$ cat config.mk
export PLATFORM = sky130hd
export DESIGN_NAME = burst_guard
export DESIGN_NICKNAME = d
export VERILOG_FILES = /design/src/rtl/burst_guard_pkg.sv /design/src/rtl/burst_guard_ctrl.sv /design/src/rtl/burst_guard_dp.sv /design/src/rtl/burst_guard.sv
export SDC_FILE = /design/constraint.sdc
export NUM_CORES = 1
export LEC_CHECK = 0
export BUFFER_PORTS_ARGS = -buffer_cell sky130_fd_sc_hd__buf_2
export CAP_MARGIN = 20
export CORE_ASPECT_RATIO = 1.25
export CORE_MARGIN = 10
export CORE_UTILIZATION = 55
export DETAILED_ROUTE_END_ITERATION = 7
export GPL_TIMING_DRIVEN = 0
export PLACE_DENSITY_LB_ADDON = 0.2
export SLEW_MARGIN = 20
export SYNTH_ARGS = -nofsm -noshare
export SYNTH_HDL_FRONTEND = slang
export SYNTH_SLANG_ARGS = --single-unit
$ cat constraint.sdc
create_clock -name clk -period 2.97 [get_ports clk]
set_input_delay 0.891 -clock clk [delete_from_list [all_inputs] [get_ports clk]]
set_output_delay 0.891 -clock clk [all_outputs]
set_load 0.005 [all_outputs]
$ cat src/rtl/burst_guard_pkg.sv
package burst_guard_pkg;

  typedef enum logic [1:0] {
    TR_IDLE   = 2'b00,
    TR_BUSY   = 2'b01,
    TR_NONSEQ = 2'b10,
    TR_SEQ    = 2'b11
  } trans_e;

  localparam int SIZE_W  = 3;
  localparam int BURST_W = 3;
  localparam logic [BURST_W-1:0] BURST_ONE = 3'b000;

  typedef struct packed {
    logic capture;   // first beat: load region register
    logic compare;   // continuing beat in an open region
    logic alignChk;  // any sampled active beat
  } strobe_t;

endpackage

$ cat src/rtl/burst_guard_ctrl.sv
module burst_guard_ctrl
  import burst_guard_pkg::*;
(
  input  logic               clk,
  input  logic               rstN,
  input  logic [1:0]         busTrans,
  input  logic [BURST_W-1:0] busBurst,
  input  logic               busReady,
  output strobe_t            st
);

  logic regionOpen;
  logic isFirst;
  logic isCont;

  always_comb begin
    isFirst     = busReady && (busTrans == TR_NONSEQ);
    isCont      = busReady && (busTrans == TR_SEQ);
    st.capture  = isFirst;
    st.compare  = isCont && regionOpen;
    st.alignChk = busReady && busTrans[1];
  end

  always_ff @(posedge clk or negedge rstN) begin
    if (!rstN)        regionOpen <= 1'b0;
    else if (isFirst) regionOpen <= (busBurst != BURST_ONE);
  end

  // a multi-beat first beat opens the region
  assert_region_opens_R3: assert property (@(posedge clk) disable iff (!rstN)
    (busReady && busTrans == TR_NONSEQ && busBurst != BURST_ONE) |=> regionOpen);

  // a single transfer closes the region
  assert_single_closes_R3: assert property (@(posedge clk) disable iff (!rstN)
    (busReady && busTrans == TR_NONSEQ && busBurst == BURST_ONE) |=> !regionOpen);

  // nothing is strobed without a ready cycle
  assert_no_strobe_unready_R2: assert property (@(posedge clk) disable iff (!rstN)
    !busReady |-> (st == '0));

endmodule

$ cat src/rtl/burst_guard_dp.sv
module burst_guard_dp
  import burst_guard_pkg::*;
#(
  parameter int ADDR_W     = 32,
  parameter int REGION_LSB = 10,
  parameter int MAX_SIZE   = 4
) (
  input  logic              clk,
  input  logic              rstN,
  input  logic              clearErr,
  input  strobe_t           st,
  input  logic [ADDR_W-1:0] busAddr,
  input  logic [SIZE_W-1:0] busSize,
  output logic              errPulse,
  output logic              errSticky,
  output logic [1:0]        errClass,
  output logic [ADDR_W-1:0] errAddr
);

  localparam int REGION_W = ADDR_W - REGION_LSB;
  localparam logic [SIZE_W-1:0] MAX_CODE = SIZE_W'(MAX_SIZE);

  logic [REGION_W-1:0] regionReg;
  logic [SIZE_W-1:0]   effSize;
  logic [MAX_SIZE-1:0] alignMask;
  logic                crossHit;
  logic                alignHit;
  logic                anyHit;

  assign effSize = (busSize > MAX_CODE) ? MAX_CODE : busSize;

  for (genvar i = 0; i < MAX_SIZE; i++) begin : g_mask
    assign alignMask[i] = (effSize > SIZE_W'(i));
  end

  always_comb begin
    crossHit = st.compare && (busAddr[ADDR_W-1:REGION_LSB] != regionReg);
    alignHit = st.alignChk && (|(busAddr[MAX_SIZE-1:0] & alignMask));
    anyHit   = crossHit || alignHit;
  end

  always_ff @(posedge clk or negedge rstN) begin
    if (!rstN)           regionReg <= '0;
    else if (st.capture) regionReg <= busAddr[ADDR_W-1:REGION_LSB];
  end

  always_ff @(posedge clk or negedge rstN) begin
    if (!rstN) begin
      errPulse  <= 1'b0;
      errSticky <= 1'b0;
      errClass  <= 2'b00;
      errAddr   <= '0;
    end else begin
      errPulse <= anyHit;
      if (anyHit) begin
        errSticky <= 1'b1;
        errClass  <= {alignHit, crossHit};
        errAddr   <= busAddr;
      end else if (clearErr) begin
        errSticky <= 1'b0;
      end
    end
  end

  // a report always leaves the sticky flag set
  assert_pulse_sets_sticky_R8: assert property (@(posedge clk) disable iff (!rstN)
    errPulse |-> errSticky);

  // sticky holds without a clear
  assert_sticky_holds_R8: assert property (@(posedge clk) disable iff (!rstN)
    (errSticky && !clearErr) |=> errSticky);

  // a report always names at least one class
  assert_class_named_R7: assert property (@(posedge clk) disable iff (!rstN)
    errPulse |-> (errClass != 2'b00));

  // an unready cycle produces no report
  assert_unready_quiet_R2: assert property (@(posedge clk) disable iff (!rstN)
    !st.alignChk |=> !errPulse || $past(st.compare));

  // byte beats never raise a misalignment report
  assert_byte_aligned_R5: assert property (@(posedge clk) disable iff (!rstN)
    (st.alignChk && busSize == '0) |=> !(errPulse && errClass[1]));

endmodule

$ cat src/rtl/burst_guard.sv
module burst_guard
  import burst_guard_pkg::*;
#(
  parameter int ADDR_W     = 32,
  parameter int REGION_LSB = 10,
  parameter int MAX_SIZE   = 4
) (
  input  logic              clk,
  input  logic              rstN,
  input  logic              clearErr,
  input  logic [1:0]        busTrans,
  input  logic [ADDR_W-1:0] busAddr,
  input  logic [2:0]        busSize,
  input  logic [2:0]        busBurst,
  input  logic              busReady,
  output logic              errPulse,
  output logic              errSticky,
  output logic [1:0]        errClass,
  output logic [ADDR_W-1:0] errAddr
);

  strobe_t st;

  burst_guard_ctrl u_ctrl (
    .clk      (clk),
    .rstN     (rstN),
    .busTrans (busTrans),
    .busBurst (busBurst),
    .busReady (busReady),
    .st       (st)
  );

  burst_guard_dp #(
    .ADDR_W     (ADDR_W),
    .REGION_LSB (REGION_LSB),
    .MAX_SIZE   (MAX_SIZE)
  ) u_dp (
    .clk       (clk),
    .rstN      (rstN),
    .clearErr  (clearErr),
    .st        (st),
    .busAddr   (busAddr),
    .busSize   (busSize),
    .errPulse  (errPulse),
    .errSticky (errSticky),
    .errClass  (errClass),
    .errAddr   (errAddr)
  );

endmodule

======== Word level (Yosys, flattened, before mapping) ========
Index checks and enable logic that the tools add are counted.
word-level totals
  input port bits ......................... 44
  output and inout port bits .............. 36
  register bits after elaboration ......... 59
  logic and storage cells ................. 28
operators by class
  eq/ne operators ......................... 3
  bitwise logic cells ..................... 1
  reductions and logical operators ........ 10
  $lt $le $gt $ge ......................... 5
  muxes and demuxes ....................... 3
operator list
  operator            count
  $ne 22x22->1        1
  $gt 3x1->1 const B  2
  $gt 3x2->1 const B  2
  $logic_and 1x1->1   6
  $and 4x4->4         1
  $eq 2x2->1 const B  2
  $reduce_or 4->1     1
  $gt 3x3->1 const B  1
  $mux 3              1
  $reduce_bool 3->1   1
  $mux 1              2
  $reduce_bool 2->1   1
  $logic_or 1x1->1    1

======== Longest topological paths before layout ========
  depth after elaboration ................. 8
  mapped depth ............................ 6
  gate-level depth less buffers ........... 5

======== Cells and area by module ========
A second synthesis with hierarchy kept.
unflattened totals
  cell total of the unflattened synthesis .. 214
  area total of the unflattened synthesis .. 2791.4 µm²
by module, submodules not included
  module            instances  area an instance (µm²)  cells each
  burst_guard_dp    1          2716.4                  207
  burst_guard_ctrl  1          75.1                    7

======== Worst setup path after synthesis ========
Ideal clock, no wire load.
  kind .................................... input to register
  from .................................... input port busAddr[10]
  to ...................................... register u_dp.errAddr[0]
  path slack .............................. 0.672 ns
  buffers on the path ..................... 1
  setup time .............................. 0.125 ns
  stages .................................. 6
  data arrival time ....................... 2.173 ns
  cell sequence ........................... xnor2_1 nand4_1 nor4_4 a31oi_4 buf_6 mux2_4
between the ends
  cells in the longest elaborated chain, start to end .. 3
RTL lines
  item                  line                  source
  start, declared       burst_guard.sv:12     input logic [ADDR_W-1:0] busAddr,
  $ne 22x22->1          burst_guard_dp.sv:37  crossHit = st.compare && (busAddr[ADDR_W-1:REGION_LSB] != regionReg);
  $logic_and 1x1->1     burst_guard_dp.sv:37
  $logic_or 1x1->1      burst_guard_dp.sv:39  anyHit = crossHit || alignHit;
  end signal, assigned  burst_guard_dp.sv:58  errAddr <= busAddr;
  end, declared         burst_guard_dp.sv:17  output logic [ADDR_W-1:0] errAddr
No other way between the ends.
A chain may end at the register's enable or synchronous reset.

======== Worst setup path in the final report ========
  from .................................... input port busAddr[20]
  to ...................................... register u_dp.errAddr[29]
Same word-level chain as after synthesis.

==> results_dict.tcl <==
set metrics [dict create \
    detailedRoute.firstPassIterationCount 4 \
    dominantRegCellSynth "dfrtp_1" \
    layout-area-overhead-vs-synth_pct 25.0 \
    synth_enable_flop_cells 0 \
    placedCellCount 306 \
    postCtsSetupRepairBufs 0 \
    dp_hpwl_um 4010 \
    via_per_inst 5.12 \
    nets 301 \
    power.density_cell_area_mw_per_mm2 693 \
    drtAntennaViolNets 0 \
    cts-resized-gates 0 \
    detail_route.iter0.violations 74 \
    worstPathArrival_ns 2.58 \
    grt_first_pass_wirelength_um 8760 \
    netlist_top_cells_area "dfrtp_1, mux2_4, mux2_2, xnor2_1, nand4_1" \
    finalCriticalPeriod_ns 2.38 \
    hold_buffers 0 \
    tritoncts_clock_tree "built" \
    fp-row-count 28 \
    crit_required_ns 3.17 \
    measured_slew_at_the_worst_slew_check_pin_ns 0.701 \
    clkSinkCount 59 \
    die_width_um 81.6 \
    max_slew_headroom_pct 53.3 \
    peakVddDrop_mv 0.416 \
    clockRootBuffer "clkbuf_8" \
    timing.clock.skew_ns 0.00856 \
    die_y_um 97.1 \
    max_cap_violations 0 \
    initial_utilization_pct 56.1 \
    report.final.hold_viol_count 0 \
    dieArea_mm2 0.00792 \
    total_leakage_power_nw 1.57 \
    min_period_over_period_pct 80.1 \
    synthDistinctLibCells 23 \
    grt.total_usage_pct 14.3 \
    wl_per_cell_um 16.5 \
    holdCritPathClass "flop to flop" \
    cts_buffer_depth 2 \
    seq_area_frac_synth_pct 56.5 \
    ctsHtreeMaxLevel 3 \
    numCtsBuffers 9 \
    placement.io_buffers 79 \
    share_of_flip_flops_with_an_asynchronous_set_or_reset_after_synthesis_pct 100 \
    ys_ff_latch 59 \
    antenna-diode-count 0 \
    synth.avg_cell_area_um2 15.6 \
    critPathMaxFanout 10 \
    layout.cells.non_filler 320 \
    run_status "completed" \
    clkTransAtPathRegs_ns 0.06 \
    rsz0062_at_grt "no" \
    synthesis.area_mm2 0.00261 \
    post-synth-top-area-fraction_pct 56.5 \
    ys_warn_count 0 \
    drt_wl_total_um 5300 \
    routed-via-count 1639 \
    clock_insertion_delay_at_the_later_pin_of_the_skew_report_ns 0.33 \
    achievable-frequency_mhz 420 \
    finalSetupViolCount 0 \
    fin_setup_tns_ns 0 \
    critPathCaptureType "flop" \
    drcViolationCount 0 \
    post-synth-top-count-cell "dfrtp_1" \
    postSynthCellCount 167 \
    post-synth-top-area-cell "dfrtp_1" \
    first_global_vias 1769 \
    syn-num-nets 211 \
    top_level_ports 80 \
    timing.final.max_slew_violations 0 \
    antenna_found_initial 0 \
    coreArea_mm2 0.00466 \
    grt_start_max_net_pins 60 \
    start_kind "primary input" \
    gr-total-overflow 0 \
    gp_congestion 0.780 \
    drive_above_1_share_pct 58.1 \
    timing.setup.critical_path_class "primary input to flop" \
    commonest_cells_in_the_netlist "dfrtp_1, mux2_4, mux2_2, xnor2_1, nand4_1" \
]
==> layout by cell type, fill, tap and decap left out <==
cell type / synthesis / layout
clkbuf_1: 2 / 3
mux2_4: 28 / 28
xnor2_1: 20 / 20
a31oi_4: 1 / 1
nand3b_1: 1 / 1
nand2_1: 1 / 1
clkinv_2: 0 / 2
nor3b_1: 1 / 1
buf_2: 0 / 78
inv_1: 2 / 2
nor4_4: 1 / 1
nor3_1: 2 / 2
mux2_2: 26 / 26
clkbuf_8: 0 / 10
buf_4: 0 / 1
dfrtp_1: 59 / 59
xor2_1: 2 / 2
a21o_1: 2 / 2
nand3_1: 2 / 2
bufinv_16: 0 / 1
a21oi_1: 2 / 2
buf_6: 3 / 3
o2111a_1: 1 / 1
o22ai_1: 1 / 1
o21ai_0: 2 / 2
nor2_1: 1 / 1
nand4_1: 6 / 6
nor4_1: 1 / 1
==> kinds of logic after synthesis <==
| group | synth area share [%] |
|---|---|
| AOI/OAI and AO/OA | 2.83 |
| buffers and inverters | 1.87 |
| muxes | 27.3 |
| DFF | 56.5 |
| and+or+nand+nor | 4.12 |
| xor gates and xnor gates | 7.38 |
==> final cells by class <==
class / instances / area [um^2]
multi-input cells: 101 / 1090
repair buffers: 79 / 398
inverters: 2 / 7.51
plain buffers: 5 / 41.3
clock buffers: 11 / 141
flip-flops and latches: 59 / 1480
well taps: 60 / 75.1
clock inverters: 3 / 40.0
fillers: 356 / 1390
==> worst max-delay path, cell delays in order <==
cell and delay (ns):
buf_2 0.12, xnor2_1 0.15, nand4_1 0.14, nor3_1 0.46, a31oi_4 0.28, buf_6 0.24, mux2_4 0.31
==> flip-flops by register name, indices dropped and copies added, names as in the netlist <==
signal,cells
u_dp.errAddr,32
u_dp.errPulse,1
u_dp.errSticky,1
u_dp.regionReg,22
u_ctrl.regionOpen,1
u_dp.errClass,2
==> metal layers <==
layer / share of wire [%] / up-vias / GRT usage, %
li1: - / 777 / -
met1: 40 / 802 / 16.8
met2: 50 / 50 / 22.7
met3: 7.1 / 10 / 4.17
met4: 2.2 / 0 / 7.61
met5: 0 / - / 0
==> where the power goes <==
part	switching [mW]	leakage (nW)	internal, mW
Clock	0.278	0.0950	0.398
Sequential	0.0918	0.694	0.969
Combinational	0.197	0.782	0.329
Total	0.567	1.57	1.70
==> per-stage QoR <==
| step | setup WS, ns | instance area (um^2) | total power [mW] | util (%) | hold slack [ns] |
|---|---|---|---|---|---|
| 3_3_place_gp | 0.280 | 3080 | 1.59 | 66.2 | 0.457 |
| 3_5_place_dp | 0.242 | 3090 | 1.61 | 66.2 | 0.466 |
| 2_1_floorplan | 0.672 | 2610 | 1.39 | - | 0.450 |
| 6_report | 0.591 | 3270 | 2.26 | 70.1 | 0.477 |
| 5_1_grt | 0.510 | 3270 | 2.39 | 70.1 | 0.516 |
| 4_1_cts | 0.581 | 3270 | 2.30 | 70.1 | 0.480 |
==> final timing paths <==
check | from | endpoint | slack [ns] | cells after the start
max | busAddr[20] | u_dp.errAddr[29] | 0.59 | 7
min | u_dp.errSticky | u_dp.errSticky | 0.48 | 1
max reg2reg | u_dp.regionReg[10] | u_dp.errAddr[29] | 0.86 | 6
min reg2reg | u_dp.errSticky | u_dp.errSticky | 0.48 | 1
max in group asynchronous | rstN | u_dp.errAddr[30] | 1.89 | 1
min in group asynchronous | rstN | u_dp.errAddr[7] | 0.61 | 1
Power figures use the tool's default switching activity.
